File: config.mk
export PLATFORM = sky130hd
export DESIGN_NAME = scg_master_clkgen
export DESIGN_NICKNAME = d
export VERILOG_FILES = /design/src/rtl/scg_pkg.sv /design/src/rtl/scg_bit_div.sv /design/src/rtl/scg_frame_cnt.sv /design/src/rtl/scg_fsync_dec.sv /design/src/rtl/scg_master_clkgen.sv
export SDC_FILE = /design/constraint.sdc
export NUM_CORES = 1
export LEC_CHECK = 0
export ABC_AREA = 1
export BUFFER_PORTS_ARGS = -buffer_cell sky130_fd_sc_hd__buf_2
export CORE_ASPECT_RATIO = 0.75
export CORE_UTILIZATION = 35
export DETAILED_ROUTE_END_ITERATION = 10
export PLACE_DENSITY = 0.56
export SKIP_LAST_GASP = 1
export SYNTH_ARGS = -nofsm -noshare
export SYNTH_HDL_FRONTEND = slang
export SYNTH_SLANG_ARGS = --single-unit
File: constraint.sdc
create_clock -name clk -period 6.61 [get_ports clk]
set_input_delay 1.322 -clock clk [delete_from_list [all_inputs] [get_ports clk]]
set_output_delay 1.322 -clock clk [all_outputs]
set_load 0.03 [all_outputs]
File: src/rtl/scg_pkg.sv
package scg_pkg;

    typedef enum logic [2:0] {
        FMT_SLV_A     = 3'b000,
        FMT_SLV_B     = 3'b001,
        FMT_SLV_C     = 3'b010,
        FMT_W16_FRAME = 3'b011,
        FMT_W18_MSB   = 3'b100,
        FMT_W18_LSB   = 3'b101,
        FMT_NAR_MSB   = 3'b110,
        FMT_NAR_LSB   = 3'b111
    } scg_fmt_e;

    function automatic logic fmt_is_master(input logic [2:0] m);
        return m >= FMT_W16_FRAME;
    endfunction

    function automatic logic fmt_is_narrow(input logic [2:0] m);
        return m[2] & m[1];
    endfunction

endpackage

File: src/rtl/scg_bit_div.sv
module scg_bit_div #(
    parameter int PW = 4
) (
    input  logic          clk,
    input  logic          rst_n,
    input  logic          run_i,
    input  logic [PW-1:0] div_last_i,
    input  logic [PW-1:0] div_half_i,
    output logic          step_o,
    output logic          bclk_o
);
    typedef struct packed {
        logic [PW-1:0] phase;
        logic          bclk;
    } div_st_t;

    div_st_t s_d, s_q;
    logic    step;

    always_comb begin
        s_d  = s_q;
        step = run_i && (s_q.phase >= div_last_i);
        if (!run_i) begin
            s_d.phase = '1;
            s_d.bclk  = 1'b0;
        end else begin
            s_d.phase = step ? '0 : s_q.phase + 1'b1;
            s_d.bclk  = (s_d.phase >= div_half_i);
        end
    end

    always_ff @(posedge clk or negedge rst_n) begin
        if (!rst_n) begin
            s_q.phase <= '1;
            s_q.bclk  <= 1'b0;
        end else begin
            s_q <= s_d;
        end
    end

    assign step_o = step;
    assign bclk_o = s_q.bclk;


    bclk_quiet_chk: assert property (@(posedge clk) disable iff (!rst_n)
        !run_i |=> !bclk_o);
endmodule

File: src/rtl/scg_frame_cnt.sv
module scg_frame_cnt #(
    parameter int BW = 6
) (
    input  logic          clk,
    input  logic          rst_n,
    input  logic          run_i,
    input  logic          step_i,
    input  logic [BW-1:0] bit_last_i,
    input  logic [BW-1:0] half_bits_i,
    output logic [BW-1:0] bit_next_o,
    output logic          lrclk_o
);
    typedef struct packed {
        logic [BW-1:0] bitidx;
        logic          lr;
    } frm_st_t;

    frm_st_t s_d, s_q;

    always_comb begin
        s_d = s_q;
        if (!run_i) begin
            s_d.bitidx = '1;
            s_d.lr     = 1'b0;
        end else if (step_i) begin
            s_d.bitidx = (s_q.bitidx >= bit_last_i) ? '0 : s_q.bitidx + 1'b1;
            s_d.lr     = (s_d.bitidx < half_bits_i);
        end
    end

    always_ff @(posedge clk or negedge rst_n) begin
        if (!rst_n) begin
            s_q.bitidx <= '1;
            s_q.lr     <= 1'b0;
        end else begin
            s_q <= s_d;
        end
    end

    assign bit_next_o = s_d.bitidx;
    assign lrclk_o    = s_q.lr;


    lr_rise_on_step_chk: assert property (@(posedge clk) disable iff (!rst_n)
        $rose(lrclk_o) |-> $past(step_i));
endmodule

File: src/rtl/scg_fsync_dec.sv
module scg_fsync_dec #(
    parameter int BW         = 6,
    parameter int WORD_LONG  = 18,
    parameter int WORD_SHORT = 16
) (
    input  logic          clk,
    input  logic          rst_n,
    input  logic          run_i,
    input  logic          step_i,
    input  logic [2:0]    mode_i,
    input  logic [BW-1:0] half_bits_i,
    input  logic [BW-1:0] bit_next_i,
    output logic          fsync_o
);
    import scg_pkg::*;

    localparam logic [BW-1:0] SHORT_END = BW'(WORD_SHORT);
    localparam logic [BW-1:0] LONG_LEAD = BW'(WORD_LONG + 1);

    typedef struct packed {
        logic fs;
    } fs_st_t;

    fs_st_t        s_d, s_q;
    logic [BW-1:0] pos;
    logic          hit;

    always_comb begin
        pos = bit_next_i & (half_bits_i - 1'b1);
        case (scg_fmt_e'(mode_i))
            FMT_W16_FRAME: hit = (pos >= BW'(1)) && (pos <= SHORT_END);
            FMT_W18_MSB,
            FMT_NAR_MSB,
            FMT_NAR_LSB:   hit = (pos == half_bits_i - 1'b1);
            FMT_W18_LSB:   hit = (pos == half_bits_i - LONG_LEAD);
            default:       hit = 1'b0;
        endcase
        s_d = s_q;
        if (!run_i)      s_d.fs = 1'b0;
        else if (step_i) s_d.fs = hit;
    end

    always_ff @(posedge clk or negedge rst_n) begin
        if (!rst_n) s_q.fs <= 1'b0;
        else        s_q    <= s_d;
    end

    assign fsync_o = s_q.fs;


    fs_needs_run_chk: assert property (@(posedge clk) disable iff (!rst_n)
        fsync_o |-> $past(run_i));
endmodule

File: src/rtl/scg_master_clkgen.sv
module scg_master_clkgen #(
    parameter int FRAME_LO    = 256,
    parameter int FRAME_HI    = 384,
    parameter int BITS_WIDE   = 64,
    parameter int BITS_NARROW = 32,
    parameter int WORD_LONG   = 18,
    parameter int WORD_SHORT  = 16
) (
    input  logic       clk,
    input  logic       rst_n,
    input  logic       pwr_on,
    input  logic       ratio_sel,
    input  logic [2:0] mode,
    output logic       bclk,
    output logic       lrclk,
    output logic       fsync
);
    import scg_pkg::*;

    localparam int DIV_LO_W = FRAME_LO / BITS_WIDE;
    localparam int DIV_HI_W = FRAME_HI / BITS_WIDE;
    localparam int DIV_LO_N = FRAME_LO / BITS_NARROW;
    localparam int DIV_HI_N = FRAME_HI / BITS_NARROW;
    localparam int PW       = $clog2(DIV_HI_N + 1);
    localparam int BW       = $clog2(BITS_WIDE);

    logic          run, narrow, step;
    logic [PW-1:0] div_last, div_half;
    logic [BW-1:0] bit_last, half_bits, bit_next;

    always_comb begin
        run       = pwr_on && fmt_is_master(mode);
        narrow    = fmt_is_narrow(mode);
        bit_last  = narrow ? BW'(BITS_NARROW - 1) : BW'(BITS_WIDE - 1);
        half_bits = narrow ? BW'(BITS_NARROW / 2) : BW'(BITS_WIDE / 2);
        case ({narrow, ratio_sel})
            2'b00:   begin div_last = PW'(DIV_LO_W - 1); div_half = PW'(DIV_LO_W / 2); end
            2'b01:   begin div_last = PW'(DIV_HI_W - 1); div_half = PW'(DIV_HI_W / 2); end
            2'b10:   begin div_last = PW'(DIV_LO_N - 1); div_half = PW'(DIV_LO_N / 2); end
            default: begin div_last = PW'(DIV_HI_N - 1); div_half = PW'(DIV_HI_N / 2); end
        endcase
    end

    scg_bit_div #(.PW(PW)) u_div (
        .clk(clk), .rst_n(rst_n), .run_i(run),
        .div_last_i(div_last), .div_half_i(div_half),
        .step_o(step), .bclk_o(bclk)
    );

    scg_frame_cnt #(.BW(BW)) u_frm (
        .clk(clk), .rst_n(rst_n), .run_i(run), .step_i(step),
        .bit_last_i(bit_last), .half_bits_i(half_bits),
        .bit_next_o(bit_next), .lrclk_o(lrclk)
    );

    scg_fsync_dec #(.BW(BW), .WORD_LONG(WORD_LONG), .WORD_SHORT(WORD_SHORT)) u_fs (
        .clk(clk), .rst_n(rst_n), .run_i(run), .step_i(step),
        .mode_i(mode), .half_bits_i(half_bits), .bit_next_i(bit_next),
        .fsync_o(fsync)
    );


    lr_on_bclk_low_chk: assert property (@(posedge clk) disable iff (!rst_n)
        !$stable(lrclk) |-> !bclk);


    fs_on_bclk_low_chk: assert property (@(posedge clk) disable iff (!rst_n)
        !$stable(fsync) |-> !bclk);


    pwr_off_silence_chk: assert property (@(posedge clk) disable iff (!rst_n)
        !pwr_on |=> (!bclk && !lrclk && !fsync));
endmodule

# == Yosys cells after proc, flatten, opt, wreduce, memory -nomap -nowiden ==
# Index checks and enable logic that the tools add are counted.
# word_totals
reg_bits,13
in_bits,7
out_inout_bits,3
# classes
n_lt_le_gt_ge,7
eq_ne,10
n_reduce_logical,5
n_bitwise,2
add_sub_neg,4
n_mux,12
# op_table
cell,count
two-way mux 6 bit,3
two-way mux 7 bit,2
"== test 3 bit, second input constant",4
== test 6 bit,2
case mux 4 bit (3 select lines),1
case mux 3 bit (3 select lines),1
"adder 6 x 1 -> 6 bit, second input constant",1
bitwise AND 6 bit,1
">= comparator 6 x 1 -> 1 bit, second input constant",1
>= comparator 6 bit,1
"less-or-equal comparator 6 x 5 -> 1 bit, second input constant",1
< comparator 6 bit,1
"subtractor 6 x 1 -> 6 bit, second input constant",1
"subtractor 6 x 5 -> 6 bit, second input constant",1
two-way mux 5 bit,1
"adder 4 x 1 -> 4 bit, second input constant",1
>= comparator 4 x 3 -> 1 bit,1
>= comparator 4 bit,1
two-way mux 4 bit,1
"== test 3 x 2 -> 1 bit, second input constant",1
">= comparator 3 x 2 -> 1 bit, second input constant",1
logical AND 1 bit,3
case mux 1 bit (3 select lines),1
OR reduction 3 bit,1
6 further kinds,7

# == Longest topological paths before layout ==
# Gate-level depths: netlist of the first run.
# logic_depth
word_depth,13
depth_mapped,20
mapped_depth_nobuf,20

# == Modules after synthesis ==
# Synthesis of the first run repeated with hierarchy kept, for this count alone.
# unflattened
cells_unflattened,278
area_unflattened_um2,1796.7
# modules_own_cells
module,area_per_inst_um2,cells_each,instances,seq_area_each_um2
scg_frame_cnt,752.0,106,1,182.7
scg_fsync_dec,490.5,100,1,25.0
scg_bit_div,454.2,56,1,130.1
scg_master_clkgen,100.1,16,1,0.0

# == Worst setup path before layout of the first run ==
# No wires, ideal clock.
# synth_timing
path_kind,input to register
start,input port mode[1]
end,register u_div.bclk_o (netlist name)
n_path_buf,0
path_slack_ns,3.348
t_arrival_ns,3.139
required_time_ns,6.487
path_stages,13
setup_time_ns,0.123
cell_sequence,nand2_1 ha_1 ha_1 nand2_1 inv_1 nand2_1 a21oi_4 or2_2 ha_1 o21ai_0 nand2_1 a21oi_1 a21oi_1
# synth_lines
item,line_no,rtl
"start, declared",scg_master_clkgen.sv:13,"input logic [2:0] mode,"

==> parameters.txt, run 1 <==
Parameter                              Value

Outcome
  Run status    finished, final reports clean

Placement
  Hpwl dp    around 1700 um
  Weighted congestion at the end of routability-driven global placement    roughly 0.8
  Cells after DPL    between 150 and 200
  Buffers added on ports    9

Yosys
  Count of yosys warnings during synthesis    0
  Netlist area before placement    approximately 1000 sq um
  Number of synthesized register bits    13
  Post-Syn Area per Cell    7.257 sq um
  Fraction of synthesized area in multiplexers    0%
  Top post-synthesis cells by area    sky130_fd_sc_hd__dfstp_2 26%, sky130_fd_sc_hd__nand2_1 17%, sky130_fd_sc_hd__ha_1 14%
  Post-synthesis cell type with the largest combined area    sky130_fd_sc_hd__dfstp_2
  Simple-gate share of the synthesized area    a little over a third
  Post-Synthesis Net Count    158
  Fraction of synthesized cell area taken by the top area cell type    25.86%
  Xor and xnor fraction of the mapped netlist area    2.586%
  Compound-cell area share of the yosys netlist    under 10%
  Sequential area share after synthesis    approximately 33%
  Adder and majority cell fraction of the synthesized area    13.55%
  Mapped Cells    140
  Main combinational cell family by area after synthesis    simple AND/OR/NAND/NOR gates
  Number of distinct library cell variants in the gate-level netlist after synthesis    21

Finish
  Share of final-layout standard cells stronger than drive strength 1    between 20 and 30%
  Area growth from synthesis to layout    13.30%
  Utilization after layout    between 40% and 50%
  Antenna diode count    0
  Leading cell type in the layout, fill and taps excluded    sky130_fd_sc_hd__nand2_1
  Most frequent cells in the layout    47 x sky130_fd_sc_hd__nand2_1, 17 x sky130_fd_sc_hd__inv_1, 11 x sky130_fd_sc_hd__nor2_1, 11 x sky130_fd_sc_hd__ha_1, 10 x sky130_fd_sc_hd__dfstp_2
  Fin nets    172
  Post-Layout Cell Count    189

Setup path
  CP cell instances    buf_2 -> nand2_1 -> ha_1 -> ha_1 -> nand2_1 -> inv_1 -> nand2_1 -> a21oi_4 -> or2_2 -> ha_1 -> o21ai_0 -> nand2_1 -> a21oi_1 -> a21oi_1
  Slowest Stage Delay on Critical Path    0.30 ns
  End of the worst register-to-register path    u_div.bclk_o$_DFF_PN0_
  Startpoint of the worst setup timing path    mode[2]
  CP Capture Point    u_div.bclk_o$_DFF_PN0_
  Worst endpoint required time    around 6.7 ns
  Capturing element type of the critical path    register
  Kind of cell adding the most delay to the critical path    adder cells
  Register-to-register setup slack    between 4 and 5 ns
  Kind of critical path    primary input to register
  Arrival time at the worst endpoint    3.45 ns
  Cell depth of the worst setup path    14
  Most common cell type on the critical path    sky130_fd_sc_hd__nand2_1
  Number of cell instances on the worst register-to-register path    9
  Critical path launch point type    primary input
  CP max-delay cell    sky130_fd_sc_hd__or2_2
  Largest fanout on the critical path    10
  Start of the worst register-to-register path    u_div.s_q[4]$_DFF_PN1_
  Buffering stage count on the worst path with inverters included    2

Power and ir drop
  Maximum ir drop on the vdd rail    0.00007089 V
  Power density over the cells    approximately 250 nW/um^2
  Power consumption    between 200 and 300 uW
  Leakage power    between 0.0006 and 0.0007 uW

STA
  Final-report max-slew violation count    0
  Max_slew headroom    80.82%
  Post-route worst hold slack    roughly 0.48 ns
  Upper clock frequency limit    roughly 300 MHz
  Hold Fails Final Rpt    0
  Finish-stage setup viols    0
  Worst slew pin tran    about 0.29 ns
  Shortest period the worst path allows    about 3.3 ns
  RSZ-0062 raised after global routing    false
  Setup tns final    0 ns
  Setup Skew    approximately 0.0028 ns
  Final worst path period share    between 50% and 60%

Routing
  Final routed wirelength across all metal layers    around 2100 um
  Routed vias/inst    about 4.7
  DRT iter0 DRCs    33
  Uppermost routed layer    met4
  Vias    around 900
  WL met2    between 900 and 1000 um
  Wire length per cell    about 11 um
  Post-detailed-route DRC marker count    0
  Met3 WL post-DR    around 60 um
  Drt first pass iters    4
  Metal-1 WL    roughly 1100 um
  Post-route ant nets    0

GRT
  Number of antenna violations at the first check in global routing    0
  Vias in the first global route    910
  Leftover overflow at the end of global routing    0
  Overall routing resource usage    16.36%
  Pin count of the biggest net entering global routing    14
  Global-route wire length before repair    slightly below 4000 um

Clock tree
  Clock transition time at the flip-flop clock pins of the worst setup and hold paths    0.05 ns
  H-tree levels    1
  Largest buffer count on any clock path    2
  CTS Root Cell    sky130_fd_sc_hd__clkbuf_8
  Clock tree from TritonCTS    built
  Clock Sink Count    13
  Cts hold-fix bufs    0
  Post-CTS setup buffer count    0
  Count of cells resized by post-cts repair    0
  Worst skew pair latency    roughly 0.24 ns
  TritonCTS buffer count    3

Floorplanning
  Die Wd    64.21 um
  Die Outline Area    roughly 3100 sq um
  Initial cell density of the core    between 30% and 40%
  Number of top-level design ports    10
  Vertical die dimension    just under 50 um
  Core area    2683 sq um
  Rows    16

Flow run
  Max_cap viols    0

Worst hold path
  Hold Crit Class    register to register
-- power by group --
part	total, uW	switching, uW	internal, uW
registers	111	11.3	99.5
clock network	69.8	27.3	42.5
logic	112	72.3	40.0
total	293	111	182
-- sequential cells by signal (all words and copies together), names as in the netlist --
signal         flops
u_div.bclk_o       1
u_div.s_q          4
u_frm.lrclk_o      1
u_frm.s_q          6
u_fs.fsync_o       1
-- Yosys cell counts --
master and n:
sky130_fd_sc_hd__a21oi_1 3, sky130_fd_sc_hd__a21oi_2 1, sky130_fd_sc_hd__a21oi_4 1, sky130_fd_sc_hd__dfrtp_1 3, sky130_fd_sc_hd__dfstp_2 10, sky130_fd_sc_hd__ha_1 11, sky130_fd_sc_hd__inv_1 17, sky130_fd_sc_hd__inv_2 4
sky130_fd_sc_hd__nand2_1 47, sky130_fd_sc_hd__nand2_2 4, sky130_fd_sc_hd__nand3_1 8, sky130_fd_sc_hd__nand3_2 3, sky130_fd_sc_hd__nand3b_1 1, sky130_fd_sc_hd__nand4_1 2, sky130_fd_sc_hd__nor2_1 11, sky130_fd_sc_hd__nor2_2 2
sky130_fd_sc_hd__o21ai_0 6, sky130_fd_sc_hd__o21bai_1 1, sky130_fd_sc_hd__or2_2 2, sky130_fd_sc_hd__xnor2_1 1, sky130_fd_sc_hd__xor2_1 2
-- worst reg2reg max path: cells and delay by family (launching register included) --
kind / cells / cell delay (ns)
and+or+nand+nor: 2 / 0.37
AOI/OAI and AO/OA: 5 / 0.73
DFF: 1 / 0.56
adders and majority gates: 2 / 0.54
-- worst min-delay path by stage --
stage                     cells past startpoint                 startpoint                   endpoint
after global routing                          2  u_frm.lrclk_o$_DFFE_PN0P_  u_frm.lrclk_o$_DFFE_PN0P_
after detailed placement                      2  u_frm.lrclk_o$_DFFE_PN0P_  u_frm.lrclk_o$_DFFE_PN0P_
after global placement                        2  u_frm.lrclk_o$_DFFE_PN0P_  u_frm.lrclk_o$_DFFE_PN0P_
after CTS                                     2  u_frm.lrclk_o$_DFFE_PN0P_  u_frm.lrclk_o$_DFFE_PN0P_
after floorplan                               2   u_frm.s_q[6]$_DFFE_PN1P_   u_frm.s_q[6]$_DFFE_PN1P_
final                                         2  u_frm.lrclk_o$_DFFE_PN0P_  u_frm.lrclk_o$_DFFE_PN0P_
-- per-stage QoR --
stage               instance area [sq um]  setup WS, ns
detailed placement                   1106         3.037
global route                         1151         3.064
CTS                                  1151         3.281
finish                               1151         3.284
global placement                     1106         3.043
floorplan                            1016         3.348
-- routing by layer --
metal | track usage, % | vias up
li1 | - | 467
met1 | 21.31 | 411
met2 | 26.60 | 15
met3 | 3.066 | 4
met4 | 6.667 | 0
met5 | 0 | -
-- area by class of cell --
type / count / area, sq um
Timing Repair Buffer: 9 / 45.04
Clock buffer: 4 / 45.04
Inverter: 21 / 78.83
Tap cell: 36 / 45.04
Sequential cell: 13 / 337.8
Multi-Input combinational cell: 106 / 599.3
Fill cell: 269 / 1531
-- cell families after synthesis --
family          count (synthesis)
fa+ha+maj                      11
xor+xnor                        3
flops                          13
buf+inv                        21
simple gates                   80
compound gates                 12
No activity file was read; power rests on OpenSTA's default activity.
==> run 2, diff against run 1 <==
Settings changed: PLACE_DENSITY 0.56 to 0.58.
Clock period 6.61 ns to 2.83 ns, I/O delays scaled along.
==> run 2 against run 1 <==
Sequential power rose by 140%. Global-route usage down 0.12 points. Clock skew grew 0.0024 ns. Via count up 1.1%. Routed wire length is 4.2% higher. Setup slack lost 3.0 ns. Count of clock-buffer cells in the layout stayed put. Critical endpoint unchanged. Clock power rose by 130%. Combinational power is 140% higher.
==> parameters.txt, run 2 (same netlist as run 1, synthesis figures left out) <==
Parameter                              Value

Finish
  Most frequent cells in the layout    47 x sky130_fd_sc_hd__nand2_1, 17 x sky130_fd_sc_hd__inv_1, 11 x sky130_fd_sc_hd__nor2_1, 11 x sky130_fd_sc_hd__ha_1, 10 x sky130_fd_sc_hd__dfstp_2
  Leading cell type in the layout, fill and taps excluded    sky130_fd_sc_hd__nand2_1
  Number of filler cells placed in the layout    ~300
  Number of flip-flops in the largest register    6
  Fin nets    about 180
  Most flops, register    u_frm.s_q
  Antenna diode count    0
  Share of final-layout standard cells stronger than drive strength 1    between 20% and 30%
  Regs by FF count    u_frm.s_q (6), u_div.s_q (4)
  Area growth from synthesis to layout    16.26%

Setup path
  Arrival time at the worst endpoint    2.64 ns
  Worst endpoint required time    2.95 ns
  Start of the worst register-to-register path    u_div.s_q[4]$_DFF_PN1_
  Capturing element type of the critical path    register
  Slowest Stage Delay on Critical Path    0.29 ns
  Critical path launch point type    primary input
  CP max-delay cell    sky130_fd_sc_hd__or2_2
  Kind of critical path    primary input to register
  Buffering stage count on the worst path with inverters included    2
  Startpoint of the worst setup timing path    mode[2]
  Largest fanout on the critical path    5
  Kind of cell adding the most delay to the critical path    adder cells
  Most common cell type on the critical path    sky130_fd_sc_hd__nand2_1
  CP cell instances    buf_2 -> nand2_1 -> ha_1 -> ha_1 -> nand2_1 -> inv_1 -> nand2_1 -> a21oi_4 -> or2_2 -> ha_1 -> o21ai_0 -> nand2_1 -> a21oi_1 -> a21oi_1

Clock tree
  H-tree levels    1
  Count of cells resized by post-cts repair    0
  Clock Sink Count    13
  Worst skew pair latency    between 0.2 and 0.25 ns
  Post-CTS setup buffer count    0
  Cts hold-fix bufs    0
  TritonCTS buffer count    3
  CTS Root Cell    sky130_fd_sc_hd__clkbuf_8
  Largest buffer count on any clock path    2
  Clock tree from TritonCTS    built
  Clock transition time at the flip-flop clock pins of the worst setup and hold paths    approximately 0.050 ns

GRT
  Number of antenna violations at the first check in global routing    0
  Pin count of the biggest net entering global routing    14
  Overall routing resource usage    16.24%
  Vias in the first global route    just under 900
  Leftover overflow at the end of global routing    0
  Global-route wire length before repair    3933 um

STA
  Final-report max-slew violation count    0
  Hold Fails Final Rpt    0
  Finish-stage setup viols    0
  Worst slew pin tran    0.2869 ns
  Final worst path period share    around nine tenths
  Upper clock frequency limit    396.7 MHz
  Shortest period the worst path allows    ~2.5 ns
  Max_slew headroom    about four fifths
  Setup tns final    0 ns
  RSZ-0062 raised after global routing    false
  Post-route worst hold slack    just over 0.2 ns
  Setup Skew    0.005123 ns

Power and ir drop
  Maximum ir drop on the vdd rail    ~0.00016 V
  Power density over the cells    roughly 580 nW/um^2
  Leakage power    around 0.00066 uW
  Power consumption    roughly 700 uW

Routing
  Routed vias/inst    4.699
  Post-detailed-route DRC marker count    0
  Wire length per cell    around 11 um
  Drt first pass iters    4
  DRT iter0 DRCs    36
  Post-route ant nets    0
  Vias    907
  Final routed wirelength across all metal layers    between 2000 and 2500 um

Flow run
  Max_cap viols    0

Floorplanning
  Number of top-level design ports    10
  Die Wd    64.21 um
  Vertical die dimension    48.66 um
  Die Outline Area    3124 sq um
  Core area    2683 sq um
  Rows    16
  Initial cell density of the core    a little under two fifths

Placement
  Buffers added on ports    9
  Hpwl dp    1812 um
  Weighted congestion at the end of routability-driven global placement    0.8135

Outcome
  Run status    finished, final reports clean

Worst hold path
  Hold Crit Class    primary input to async pin
[run 2: cell count changes in the layout (fill, tap and decap cells not counted), sizes merged]
| cell | delta |
|---|---|
| buf | +4 |
[run 2: power by group]
| part | internal [uW] | switching, uW | leakage [uW] |
|---|---|---|---|
| Combinational | 99.8 | 169 | 0.000490 |
| Clock | 99.0 | 61.0 | 0.0000228 |
| Sequential | 233 | 28.3 | 0.000145 |
| Total | 431 | 258 | 0.000658 |
[run 2: stage by stage]
| step | worst slack (ns) | utilization, % | std cells | instance area (sq um) |
|---|---|---|---|---|
| 6_report | 0.3091 | 44.03 | 193 | 1181 |
| 5_1_grt | 0.1312 | 44.03 | 193 | 1181 |
| 4_1_cts | 0.3228 | 44.03 | 193 | 1181 |
| 3_5_place_dp | 0.1004 | 42.35 | 189 | 1136 |
| 3_3_place_gp | 0.1425 | 42.35 | 189 | 1136 |
| 2_1_floorplan | 0.3242 | - | 140 | 1016 |
[run 2: final cells by class]
class | count | area (sq um) | share of cell area, %
tap | 36 | 45.04 | 3.814
multi-input combinational | 106 | 599.3 | 50.74
sequential | 13 | 337.8 | 28.60
inverter | 21 | 78.83 | 6.674
clock buffer | 4 | 45.04 | 3.814
timing repair buffer | 13 | 75.07 | 6.356
[run 2: path summary, 6_finish.rpt]
check | end | slack (ns) | depth (start not counted)
worst min-delay path | u_fs.fsync_o$_DFFE_PN0P_ | 0.21 | 1
worst max register to register | u_div.bclk_o$_DFF_PN0_ | 0.57 | 9
max in group asynchronous | u_div.s_q[2]$_DFF_PN1_ | 2.35 | 1
worst max-delay path | u_div.bclk_o$_DFF_PN0_ | 0.31 | 14
min in group clk | u_frm.lrclk_o$_DFFE_PN0P_ | 0.49 | 2
worst min register to register | u_frm.lrclk_o$_DFFE_PN0P_ | 0.49 | 2
[run 2: metal layers]
layer | up-vias | track usage (%) | share of wire [%]
li1 | 472 | - | -
met5 | - | 0 | 0
met2 | 15 | 24.47 | 42
met4 | 0 | 4.444 | 0
met1 | 420 | 23.58 | 55
met3 | 0 | 3.066 | 2.7
